`config.mk`:
```
export PLATFORM = sky130hd
export DESIGN_NAME = seg_load_unit
export DESIGN_NICKNAME = d
export VERILOG_FILES = /design/src/rtl/seg_load_pkg.sv /design/src/rtl/seg_sel_check.sv /design/src/rtl/seg_fetch_fsm.sv /design/src/rtl/seg_desc_cache.sv /design/src/rtl/seg_load_unit.sv
export SDC_FILE = /design/constraint.sdc
export NUM_CORES = 1
export LEC_CHECK = 0
export ABC_AREA = 1
export BUFFER_PORTS_ARGS = -buffer_cell sky130_fd_sc_hd__buf_4
export CORE_MARGIN = 4
export CORE_UTILIZATION = 59
export DETAILED_ROUTE_END_ITERATION = 10
export GPL_TIMING_DRIVEN = 0
export PLACE_DENSITY = 0.8
export SYNTH_ARGS = -nofsm -noshare
export SYNTH_HDL_FRONTEND = slang
export SYNTH_SLANG_ARGS = --single-unit
export TNS_END_PERCENT = 10
```
`constraint.sdc`:
```
create_clock -name clk -period 7.7 [get_ports clk]
set_input_delay 1.155 -clock clk [delete_from_list [all_inputs] [get_ports clk]]
set_output_delay 1.155 -clock clk [all_outputs]
set_load 0.03 [all_outputs]
```
`src/rtl/seg_load_pkg.sv`:
```
package seg_load_pkg;

  typedef struct packed {
    logic [15:0] selector;
    logic [31:0] base;
    logic [19:0] limit;
    logic        gran;
    logic [1:0]  dpl;
    logic [7:0]  access;
  } seg_entry_t;

  typedef enum logic [2:0] {
    ST_IDLE,
    ST_REQ_LO,
    ST_RSP_LO,
    ST_REQ_HI,
    ST_RSP_HI,
    ST_COMMIT
  } fetch_st_e;

  // Unpack a little-endian 8-byte descriptor held as two dwords.
  function automatic seg_entry_t unpack_desc(input logic [15:0] sel,
                                             input logic [31:0] lo,
                                             input logic [31:0] hi);
    seg_entry_t e;
    logic [63:0] d;
    d          = {hi, lo};
    e.selector = sel;
    e.base     = {d[63:56], d[39:16]};
    e.limit    = {d[51:48], d[15:0]};
    e.gran     = d[55];
    e.dpl      = d[46:45];
    e.access   = d[47:40];
    return e;
  endfunction

endpackage

```
`src/rtl/seg_sel_check.sv`:
```
module seg_sel_check #(
  parameter int NUM_SEGS = 6,
  parameter int CODE_ID  = 1,
  localparam int ID_W    = $clog2(NUM_SEGS)
) (
  input  logic [15:2]     sel_hi,
  input  logic [ID_W-1:0] seg_id,
  input  logic            xfer,
  input  logic [31:0]     gbase,
  input  logic [15:0]     glimit,
  input  logic [31:0]     lbase,
  input  logic [15:0]     llimit,
  output logic [31:0]     desc_addr,
  output logic            refuse
);
  logic [12:0] idx;
  logic        use_local;
  logic [15:0] end_off;
  logic [15:0] lim;
  logic        cs_move;
  logic        bad_id;
  logic        overrun;

  always_comb begin
    idx       = sel_hi[15:3];
    use_local = sel_hi[2];
    end_off   = {idx, 3'b111};
    lim       = use_local ? llimit : glimit;
    desc_addr = (use_local ? lbase : gbase) + {16'd0, idx, 3'b000};
    cs_move   = (seg_id == ID_W'(CODE_ID)) && !xfer;
    bad_id    = (32'(seg_id) >= NUM_SEGS);
    overrun   = end_off > lim;
    refuse    = cs_move || bad_id || overrun;
  end
endmodule

```
`src/rtl/seg_fetch_fsm.sv`:
```
module seg_fetch_fsm
  import seg_load_pkg::*;
(
  input  logic        clk,
  input  logic        rst_n,
  input  logic        start,
  input  logic [31:0] start_addr,
  output logic        mem_req_valid,
  input  logic        mem_req_ready,
  output logic [31:0] mem_req_addr,
  input  logic        mem_rsp_valid,
  input  logic [31:0] mem_rsp_data,
  output logic        busy,
  output logic        commit,
  output logic [31:0] lo_dw,
  output logic [31:0] hi_dw
);
  fetch_st_e   st_q;
  logic [31:0] addr_q;

  always_ff @(posedge clk) begin
    if (!rst_n) begin
      st_q   <= ST_IDLE;
      addr_q <= '0;
      lo_dw  <= '0;
      hi_dw  <= '0;
    end else begin
      case (st_q)
        ST_IDLE: if (start) begin
          st_q   <= ST_REQ_LO;
          addr_q <= start_addr;
        end
        ST_REQ_LO: if (mem_req_ready) st_q <= ST_RSP_LO;
        ST_RSP_LO: if (mem_rsp_valid) begin
          lo_dw <= mem_rsp_data;
          st_q  <= ST_REQ_HI;
        end
        ST_REQ_HI: if (mem_req_ready) st_q <= ST_RSP_HI;
        ST_RSP_HI: if (mem_rsp_valid) begin
          hi_dw <= mem_rsp_data;
          st_q  <= ST_COMMIT;
        end
        ST_COMMIT: st_q <= ST_IDLE;
        default:   st_q <= ST_IDLE;
      endcase
    end
  end

  always_comb begin
    mem_req_valid = (st_q == ST_REQ_LO) || (st_q == ST_REQ_HI);
    mem_req_addr  = addr_q + ((st_q == ST_REQ_HI) ? 32'd4 : 32'd0);
    busy          = (st_q != ST_IDLE);
    commit        = (st_q == ST_COMMIT);
  end
endmodule

```
`src/rtl/seg_desc_cache.sv`:
```
module seg_desc_cache
  import seg_load_pkg::*;
#(
  parameter int NUM_SEGS = 6,
  localparam int ID_W    = $clog2(NUM_SEGS)
) (
  input  logic            clk,
  input  logic            rst_n,
  input  logic            we,
  input  logic [ID_W-1:0] wid,
  input  seg_entry_t      wdata,
  input  logic [ID_W-1:0] rid,
  output seg_entry_t      rdata,
  output logic            rvalid
);
  seg_entry_t          ent_q [NUM_SEGS];
  logic [NUM_SEGS-1:0] vld_q;

  for (genvar g = 0; g < NUM_SEGS; g++) begin : g_ent
    always_ff @(posedge clk) begin
      if (!rst_n) begin
        ent_q[g] <= '0;
        vld_q[g] <= 1'b0;
      end else if (we && (wid == ID_W'(g))) begin
        ent_q[g] <= wdata;
        vld_q[g] <= 1'b1;
      end
    end
  end

  always_comb begin
    rdata  = '0;
    rvalid = 1'b0;
    for (int i = 0; i < NUM_SEGS; i++) begin
      if (rid == ID_W'(i)) begin
        rdata  = ent_q[i];
        rvalid = vld_q[i];
      end
    end
  end
endmodule

```
`src/rtl/seg_load_unit.sv`:
```
module seg_load_unit
  import seg_load_pkg::*;
#(
  parameter int NUM_SEGS = 6,
  parameter int CODE_ID  = 1,
  localparam int ID_W    = $clog2(NUM_SEGS)
) (
  input  logic            clk,
  input  logic            rst_n,
  input  logic            ld_valid,
  output logic            ld_ready,
  input  logic [15:0]     ld_selector,
  input  logic [ID_W-1:0] ld_seg_id,
  input  logic            ld_xfer,
  input  logic [31:0]     gtab_base,
  input  logic [15:0]     gtab_limit,
  input  logic [31:0]     ltab_base,
  input  logic [15:0]     ltab_limit,
  output logic            mem_req_valid,
  input  logic            mem_req_ready,
  output logic [31:0]     mem_req_addr,
  input  logic            mem_rsp_valid,
  input  logic [31:0]     mem_rsp_data,
  output logic            busy,
  output logic            ld_done,
  output logic            ld_fault,
  input  logic [ID_W-1:0] rd_seg_id,
  output logic            rd_valid,
  output logic [15:0]     rd_selector,
  output logic [31:0]     rd_base,
  output logic [19:0]     rd_limit,
  output logic            rd_gran,
  output logic [1:0]      rd_dpl,
  output logic [7:0]      rd_access
);
  logic            accept;
  logic            refuse;
  logic [31:0]     desc_addr;
  logic            fetch_busy;
  logic            commit;
  logic [31:0]     lo_dw;
  logic [31:0]     hi_dw;
  logic [ID_W-1:0] id_q;
  logic [15:0]     sel_q;
  logic            done_q;
  logic            fault_q;
  seg_entry_t      wentry;
  seg_entry_t      rentry;

  assign ld_ready = !fetch_busy;
  assign accept   = ld_valid && ld_ready;
  assign busy     = fetch_busy;
  assign ld_done  = done_q;
  assign ld_fault = fault_q;

  seg_sel_check #(.NUM_SEGS(NUM_SEGS), .CODE_ID(CODE_ID)) u_check (
    .sel_hi    (ld_selector[15:2]),
    .seg_id    (ld_seg_id),
    .xfer      (ld_xfer),
    .gbase     (gtab_base),
    .glimit    (gtab_limit),
    .lbase     (ltab_base),
    .llimit    (ltab_limit),
    .desc_addr (desc_addr),
    .refuse    (refuse)
  );

  seg_fetch_fsm u_fetch (
    .clk           (clk),
    .rst_n         (rst_n),
    .start         (accept && !refuse),
    .start_addr    (desc_addr),
    .mem_req_valid (mem_req_valid),
    .mem_req_ready (mem_req_ready),
    .mem_req_addr  (mem_req_addr),
    .mem_rsp_valid (mem_rsp_valid),
    .mem_rsp_data  (mem_rsp_data),
    .busy          (fetch_busy),
    .commit        (commit),
    .lo_dw         (lo_dw),
    .hi_dw         (hi_dw)
  );

  always_ff @(posedge clk) begin
    if (!rst_n) begin
      id_q    <= '0;
      sel_q   <= '0;
      done_q  <= 1'b0;
      fault_q <= 1'b0;
    end else begin
      if (accept) begin
        id_q  <= ld_seg_id;
        sel_q <= ld_selector;
      end
      done_q  <= commit || (accept && refuse);
      fault_q <= accept && refuse;
    end
  end

  assign wentry = unpack_desc(sel_q, lo_dw, hi_dw);

  seg_desc_cache #(.NUM_SEGS(NUM_SEGS)) u_cache (
    .clk    (clk),
    .rst_n  (rst_n),
    .we     (commit),
    .wid    (id_q),
    .wdata  (wentry),
    .rid    (rd_seg_id),
    .rdata  (rentry),
    .rvalid (rd_valid)
  );

  assign rd_selector = rentry.selector;
  assign rd_base     = rentry.base;
  assign rd_limit    = rentry.limit;
  assign rd_gran     = rentry.gran;
  assign rd_dpl      = rentry.dpl;
  assign rd_access   = rentry.access;
endmodule

```
# Yosys cells after proc, flatten, opt, wreduce, memory -nomap -nowiden
# Memory sizes are Yosys's and may differ from the RTL's.
# Cells that the tools add are included.
[classes] reduce_logical=25 add_sub_neg=2 n_eq_ne=21 magnitude_cmp=2 n_mux=46 n_bitwise=6
[ops] cell="$mux W79" n=12
[ops] cell="$add A32 B16 Y32" n=1
[ops] cell="$add A32 B32 Y32" n=1
[ops] cell="$mux W32" n=1
[ops] cell="$mux W1" n=25
[ops] cell="$eq A3 B2 Y1 const B" n=6
[ops] cell="$eq A3 B3 Y1 const B" n=6
[ops] cell="$mux W3" n=6
[ops] cell="$gt A16 B16 Y1" n=1
[ops] cell="$mux W16" n=1
[ops] cell="$pmux W3 S5" n=1
[ops] cell="$eq A3 B1 Y1 const B" n=4
[ops] cell="$logic_and A1 B1 Y1" n=10
[ops] cell="$logic_not A3 Y1" n=3
[ops] cell="$ne A2 B2 Y1 const B" n=4
[ops] cell="$or A1 B1 Y1" n=6
[ops] cell="$reduce_and A2 Y1" n=3
[ops] cell="$reduce_and A5 Y1" n=1
[ops] cell="$logic_or A1 B1 Y1" n=4
[ops] cell="$ge A3 B3 Y1 const B" n=1
[ops] cell="$logic_not A1 Y1" n=3
[ops] cell="$reduce_bool A3 Y1" n=1
[ops] cell="$ne A2 B1 Y1 const B" n=1
[totals] memories=1 elab_cells=117 ram_bits=474 register_bits=126 inputBits=156
[memory_table] memory="u_cache.ent_q" words=6 width=79 rd=6 rd_ports_with_merged_regs=0 wr=6 line="seg_desc_cache.sv:16" source="seg_entry_t ent_q [NUM_SEGS];"

# Depth between registers and ports, before layout
# Gate-level depths: netlist of run 1.
[depth] ltp_word=8 depth_mapped=20

# Cells and area by module
# Synthesis of run 1 repeated with hierarchy kept, for this count alone.
[hier_totals] cells_unflattened=3280 hier_area_um2=28720.0
[modules_own_cells] module="seg_desc_cache" instances=1 seq_area_each_um2=14353.8 area_per_inst_um2=20699.9 cells_per_inst=2001
[modules_own_cells] module="seg_fetch_fsm" instances=1 seq_area_each_um2=1981.9 area_per_inst_um2=4589.4 cells_per_inst=629
[modules_own_cells] module="seg_sel_check" instances=1 seq_area_each_um2=0.0 area_per_inst_um2=2548.7 cells_per_inst=518
[modules_own_cells] module="seg_load_unit" instances=1 seq_area_each_um2=420.4 area_per_inst_um2=882.1 cells_per_inst=132

# Worst setup path after synthesis of run 1
# Ideal clock, no wire load.
[synth_timing] path_kind="register to register" startpoint="reg u_fetch.st_q[2]" endpoint="mem u_cache.ent_q[0][0] (netlist bit) (enable)" stages_incl_launch_ff=8 setup_slack_ns=0.839 t_arrival_ns=6.243 n_path_buf=1 synth_period_minus_slack_ns=6.861 path_cell_list="dfxtp_1 > buf_4 > inv_2 > nor3_2 > inv_2 > nor2_4 > inv_2 > o21ai_0"
[synth_rtl] element="start: declaration" line="seg_fetch_fsm.sv:18" source="fetch_st_e st_q;"
[synth_rtl] element="start signal: assignment" line="seg_fetch_fsm.sv:23" source="st_q <= ST_IDLE;"
[synth_rtl] element="start signal: assignment" line="seg_fetch_fsm.sv:30" source="st_q <= ST_REQ_LO;"
[synth_rtl] element="start signal: assignment" line="seg_fetch_fsm.sv:33" source="ST_REQ_LO: if (mem_req_ready) st_q <= ST_RSP_LO;"
[synth_rtl] element="end: declaration" line="seg_desc_cache.sv:16"

# Final worst setup path of run 1
[layout_timing] startpoint="in rd_seg_id[0]" endpoint="out rd_base[8]"
[layout_between] elab_chain_len=7
[layout_lines] element="start: declaration" line="seg_load_unit.sv:27" source="input logic [ID_W-1:0] rd_seg_id,"
[layout_lines] element="$logic_not A3 Y1" line="seg_desc_cache.sv:35" source="if (rid == ID_W'(i)) begin"
[layout_lines] element="$mux W79 (5 in a row)" line="seg_desc_cache.sv:35"
[layout_lines] element="$mux W79 *" line="seg_desc_cache.sv:35"
[layout_lines] element="end: declaration" line="seg_load_unit.sv:30" source="output logic [31:0] rd_base,"
# Every way passes the cells marked *; elsewhere a longest branch is shown, timed or not.

==> results of run 1 <==
==> metrics by stage <==
step / hold slack [ns] / total power, mW / setup TNS, ns
finish: 0.469 / 7.69 / 0
floorplan: 0.422 / 4.42 / 0
CTS: 0.461 / 7.65 / 0
detailed placement: 0.443 / 4.91 / 0
global placement: 0.432 / 4.87 / -428.47
global route: 0.469 / 7.93 / 0
==> cell type report <==
type / count / area [um^2]
Buffer: 179 / 764
Clock buffer: 78 / 1540
Clock inverter: 28 / 319
Fill cell: 3313 / 12900
Inverter: 156 / 586
Multi-Input combinational cell: 1866 / 8840
Sequential cell: 585 / 16300
Tap cell: 592 / 741
Timing Repair Buffer: 280 / 2270
==> power by group <==
part           switching (mW)  internal (mW)  leakage (nW)  total, mW
clock network            1.21           1.61         0.905       2.82
logic                   0.863          0.355          5.34       1.22
registers              0.0855           3.57          5.77       3.66
==> cell usage in the layout (no fill, tap or decap), types with 32 or more instances in the layout <==
cell type	instances
nor2_1	551
edfxtp_1	462
nand2_1	414
nand3_1	352
buf_4	278
a21oi_1	197
inv_1	144
clkbuf_1	142
dfxtp_1	123
o21ai_0	117
nand4_1	84
clkbuf_16	56
buf_2	32
==> routing by layer <==
layer / vias up / routed length, um / track usage
li1: 10200 / - / -
met1: 10600 / 28800 / 0.416
met2: 1622 / 39600 / 0.559
met3: 309 / 9910 / 0.0775
met4: 2 / 4810 / 0.177
met5: - / 12 / 0
==> cell families after synthesis <==
group | after synthesis
simple gates | 1459
flops | 585
buf+inv | 335
compound gates | 325
xor+xnor | 40
fa+ha+maj | 29
mux | 13
==> worst max-delay path: stages <==
cell and delay, ns:
buf_2 0.18, nor2_1 0.69, nand2_1 0.19, clkinv_1 0.25
buf_2 0.34, buf_2 0.47, nand2_1 0.10, nand3_1 0.21
buf_4 0.20
==> how the worst max path moves through the flow <==
| stage | start | endpoint | slack, ns | cells past startpoint |
|---|---|---|---|---|
| floorplan | u_fetch.st_q[2]$_SDFFE_PN0P_ | u_cache.ent_q[0][0]$_SDFFCE_PN0P_ | 0.84 | 7 |
| global placement | u_fetch.st_q[2]$_SDFFE_PN0P_ | u_cache.ent_q[0][17]$_SDFFCE_PN0P_ | -3.06 | 7 |
| detailed placement | rd_seg_id[0] | rd_base[8] | 2.89 | 9 |
| CTS | rd_seg_id[0] | rd_base[8] | 2.86 | 9 |
| global route | rd_seg_id[0] | rd_base[8] | 2.73 | 9 |
| finish | rd_seg_id[0] | rd_base[8] | 2.73 | 9 |
==> flip-flops by register name (all words and copies together), names as in the netlist <==
register / flops
u_fetch.hi_dw: 29
sel_q: 16
u_cache.vld_q: 6
u_fetch.st_q: 3
ld_done: 1
u_fetch.addr_q: 32
u_fetch.lo_dw: 32
ld_fault: 1
id_q: 3
u_cache.ent_q: 462
==> impl_metrics.env, run 1 <==
export IMPL_arrival_ns=3.82
export IMPL_slew_headroom=0.390
export IMPL_clk_pin_slew_worst_paths_ns=0.06
export IMPL_die_area_mm2=0.0484
export IMPL_synth_top_area_frac=0.524
export IMPL_fp_dieW_um=220
export IMPL_min_to="u_cache.vld_q[0]$_SDFFE_PN0P_"
export IMPL_min_from="u_cache.vld_q[0]$_SDFFE_PN0P_"
export IMPL_vias=22800
export IMPL_netlist_area_mm2=0.0265
export IMPL_reg2reg_slack_ns=5.08
export IMPL_ir_worst_vdd_mv=0.183
export IMPL_synth_top_family_by_area="simple AND/OR/NAND/NOR gates"
export IMPL_cp_required_ns=6.55
export IMPL_synth_compound_gate_area_share=0.0623
export IMPL_start_util=0.598
export IMPL_grt_pass1_vias=22600
export IMPL_reg2reg_from="u_fetch.st_q[2]$_SDFFE_PN0P_"
export IMPL_syn_inst=2786
export IMPL_drive_gt1_frac=0.141
export IMPL_stdcell_count=3764
export IMPL_syn_num_nets=2971
export IMPL_gr_total_overflow=0
export IMPL_regToRegEndpoint="u_cache.ent_q[1][74]$_SDFFCE_PN0P_"
export IMPL_power_density_mw_per_mm2=245
export IMPL_drt_total_wl_um=83100
export IMPL_grt_max_degree=55
export IMPL_detail_route_antenna_nets=0
export IMPL_syn_avg_cell_area_um2=9.51
export IMPL_ys_warn_count=0
export IMPL_routed_via_density=6.05
export IMPL_dieHeight_um=220
export IMPL_crit_fanout=10
export IMPL_status="finished clean"
export IMPL_final_util=0.709
export IMPL_grt_pass1_wl_um=124000
export IMPL_synth_ff_type="edfxtp_1"
export IMPL_fin_crit_ns=4.97
export IMPL_fp_row_count=77
export IMPL_start_kind="input pin"
export IMPL_portBuffers=270
export IMPL_io_pins=273
export IMPL_p_leak_nw=12.0
export IMPL_synth_fa_ha_area_frac=0.0140
export IMPL_antenna_cells=0
export IMPL_path_class="in2out"
export IMPL_yosys_area_share_simple=0.238
export IMPL_synth_top_cell_by_area="edfxtp_1"
export IMPL_rsz0062_at_grt="no"
export IMPL_ys_ff_latch=585
export IMPL_post_place_ws_ns=2.89
export IMPL_period_share=0.646
export IMPL_synth_most_common_cell="nor2_1"
export IMPL_drv_cap=0
export IMPL_muxShareOfSynthArea=0.00491
export IMPL_maxSlewViolCount=0
export IMPL_synthTopCellsByArea="edfxtp_1, dfxtp_1, nor2_1"
export IMPL_cts_sinks=585
export IMPL_crit_path_end_kind="output pin"
export IMPL_rr_worst_depth=9
export IMPL_yosysSeqAreaShare=0.617
export IMPL_placed_area_mm2=0.0295
export IMPL_drt_iter0_markers=3194
export IMPL_synth_edf_count=462
export IMPL_fmax_mhz=201
export IMPL_post_cts_resized=0
export IMPL_cts_tree="built"
export IMPL_htree_levels=2
export IMPL_cts_buffers=56
export IMPL_synthXorXnorAreaFrac=0.0132
export IMPL_drtPass1Iterations=6
export IMPL_setup_viol=0
export IMPL_hold_path_depth=2
export IMPL_hpwl_um=57900
export IMPL_wl_per_cell_um=22.1
export IMPL_synth_cell_types=40
export IMPL_finalNetCount=3309
export IMPL_grt_usage=0.338
export IMPL_synthArstFlopShare=0
export IMPL_design_area_mm2=0.0314
export IMPL_gp_congestion=0.925
export IMPL_hold_violations=0
export IMPL_area_growth_pct=18.5
export IMPL_finClkSkew_ns=0.0230
export IMPL_placed_cells=3658
export IMPL_cts_root_buf="clkbuf_16"
export IMPL_worst_pin_slew_ns=0.912
export IMPL_synthTopCellsByCount="nor2_1, edfxtp_1, nand2_1"
export IMPL_cts_buffer_depth=3
export IMPL_insertion_delay_ns=0.64
export IMPL_antenna_found_initial=1
export IMPL_holdBufCountCts=0
export IMPL_core_area_mm2=0.0443
export IMPL_hold_class="reg2reg"
export IMPL_fin_ws_ns=2.73
export IMPL_drc=0
export IMPL_post_cts_setup_buffer_count=0
(Power assumes the default switching activity.)
==> run 2, diff against run 1 <==
CORE_UTILIZATION = 54   (was 59)
PLACE_DENSITY = 0.77   (was 0.8)
clock period = 4.1 ns   (was 7.7 ns; I/O delays follow)
==> run 2 against run 1 <==
Final cell count grew 1.7%. Critical path depth did not move. First-iteration DRC count down 7.1%. Register-to-register slack got worse by 3.6 ns. Largest power group unchanged. Utilization shrank 5.5 points. Clock power increased by 82%. Global-route usage is 3.1 points lower. Via count shrank 1.1%. Combinational power grew 88%. Highest routed layer is now met4. Clock skew rose by 0.0028 ns. Sequential power grew 88%.
==> impl_metrics.env, run 2 (same netlist as run 1, synthesis figures left out) <==
export IMPL_status="finished clean"
export IMPL_routed_via_density=5.89
export IMPL_wl_met3_um=9800
export IMPL_cts_root_buf="clkbuf_16"
export IMPL_reg_largest_list="u_cache.ent_q: 462 flops, u_fetch.addr_q: 32 flops, u_fetch.lo_dw: 32 flops"
export IMPL_crit_path_end_kind="output pin"
export IMPL_start_kind="input pin"
export IMPL_cts_sinks=585
export IMPL_drv_cap=0
export IMPL_power_density_mw_per_mm2=454
export IMPL_fmax_mhz=259
export IMPL_cts_buffer_depth=3
export IMPL_fp_row_count=80
export IMPL_grt_usage=0.307
export IMPL_hold_class="in2reg"
export IMPL_fp_dieW_um=229
export IMPL_post_cts_setup_buffer_count=0
export IMPL_cp_required_ns=3.48
export IMPL_wl_per_cell_um=21.7
export IMPL_crit_fanout=10
export IMPL_drt_total_wl_um=83000
export IMPL_route_met2_wl_um=39700
export IMPL_gp_congestion=0.935
export IMPL_crit_family="buffers and inverters"
export IMPL_fillers=3746
export IMPL_top_layer="met4"
export IMPL_drtPass1Iterations=6
export IMPL_period_share=0.942
export IMPL_regMostFlops="u_cache.ent_q"
export IMPL_hold_violations=0
export IMPL_final_common_cell="nor2_1"
export IMPL_htree_levels=2
export IMPL_io_pins=273
export IMPL_dieHeight_um=229
export IMPL_core_area_mm2=0.0481
export IMPL_portBuffers=270
export IMPL_largest_reg_flops=462
export IMPL_die_area_mm2=0.0527
export IMPL_final_cell_mix="nor2_1, edfxtp_1, nand2_1"
export IMPL_reg2reg_slack_ns=1.47
export IMPL_p_leak_nw=12.0
export IMPL_hpwl_um=57700
export IMPL_grt_pass1_wl_um=125000
export IMPL_start_util=0.550
export IMPL_arrival_ns=3.25
export IMPL_cts_tree="built"
export IMPL_finClkSkew_ns=0.0258
export IMPL_grt_pass1_vias=22200
export IMPL_slowest_delay_ns=0.72
export IMPL_setup_viol=0
export IMPL_grt_max_degree=51
export IMPL_drive_gt1_frac=0.142
export IMPL_worstPathBufferInverterCount=5
export IMPL_drt_iter0_markers=2968
export IMPL_path_cells="buf_2, nor2_1, nand2_1, clkinv_1, buf_2, buf_2, nand2_1, nand3_1, buf_4"
export IMPL_final_util=0.654
export IMPL_clk_pin_slew_worst_paths_ns=0.06
export IMPL_antenna_found_initial=2
export IMPL_maxSlewViolCount=0
export IMPL_gr_total_overflow=0
export IMPL_ir_worst_vdd_mv=0.319
export IMPL_cts_buffers=56
export IMPL_drc=0
export IMPL_fin_crit_ns=3.86
export IMPL_vias=22500
export IMPL_finalNetCount=3309
export IMPL_detail_route_antenna_nets=0
export IMPL_worst_pin_slew_ns=0.975
export IMPL_area_growth_pct=18.8
export IMPL_cp_slowest_cell="nor2_1"
export IMPL_fin_ws_ns=0.240
export IMPL_slew_headroom=0.350
export IMPL_drt_met1_wl_um=29300
export IMPL_holdBufCountCts=0
export IMPL_path_class="in2out"
export IMPL_crit_top_cell="buf_2"
export IMPL_post_cts_resized=0
export IMPL_post_place_ws_ns=0.340
export IMPL_rsz0062_at_grt="no"
export IMPL_insertion_delay_ns=0.63
-- run 2: changes by cell type in the layout (fill, tap and decap cells not counted), sizes merged --
| cell | delta |
|---|---|
| bufinv | -4 |
| clkinvlp | -2 |
| diode | +1 |
| inv | -2 |
| clkbuf | +7 |
| clkinv | -1 |
-- run 2: worst paths after layout --
path / start / endpoint / cells past startpoint
setup / recovery: rd_seg_id[0] / rd_base[8] / 9
hold / removal: mem_rsp_data[20] / u_fetch.lo_dw[20]$_SDFFE_PN0P_ / 3
setup reg to reg: u_fetch.st_q[2]$_SDFFE_PN0P_ / u_cache.ent_q[0][32]$_SDFFCE_PN0P_ / 10
hold reg to reg: u_cache.vld_q[5]$_SDFFE_PN0P_ / u_cache.vld_q[5]$_SDFFE_PN0P_ / 2
-- run 2: stage by stage --
stage	hold WS, ns	total power, mW	cell area (um^2)	instances	setup TNS [ns]
2_1_floorplan	0.422	8.30	26500	2786	-104.66
6_report	0.287	14.3	31500	3827	0
3_5_place_dp	0.435	9.23	29600	3722	0
5_1_grt	0.293	14.8	31500	3827	0
4_1_cts	0.269	14.3	31500	3826	0
3_3_place_gp	0.433	9.15	29300	3712	-481.45
-- run 2: power breakdown --
part	internal, mW	switching [mW]	leakage, nW
clock	2.93	2.21	0.897
sequential	6.71	0.156	5.77
combinational	0.668	1.62	5.35
total	10.3	3.99	12.0
-- run 2: worst min-delay path, stage by stage --
cell and delay, ns:
buf_4 0.08, o21ai_0 0.07, a21oi_1 0.10
-- run 2: per-layer routing --
| layer | GRT usage | vias to the layer above |
|---|---|---|
| met2 | 0.510 | 1513 |
| met1 | 0.384 | 10600 |
| li1 | - | 10200 |
| met4 | 0.142 | 0 |
| met3 | 0.0688 | 271 |
| met5 | 0 | - |
-- run 2: cell type report --
type | count | area (um^2) | area share
clock inverters | 19 | 154 | 0.00489
clock buffers | 85 | 1670 | 0.0532
well taps | 656 | 821 | 0.0261
inverters | 156 | 586 | 0.0186
flip-flops and latches | 585 | 16300 | 0.519
multi-input cells | 1866 | 8840 | 0.281
repair buffers | 280 | 2290 | 0.0727
plain buffers | 179 | 764 | 0.0243
diodes | 1 | 2.50 | 0.0000795
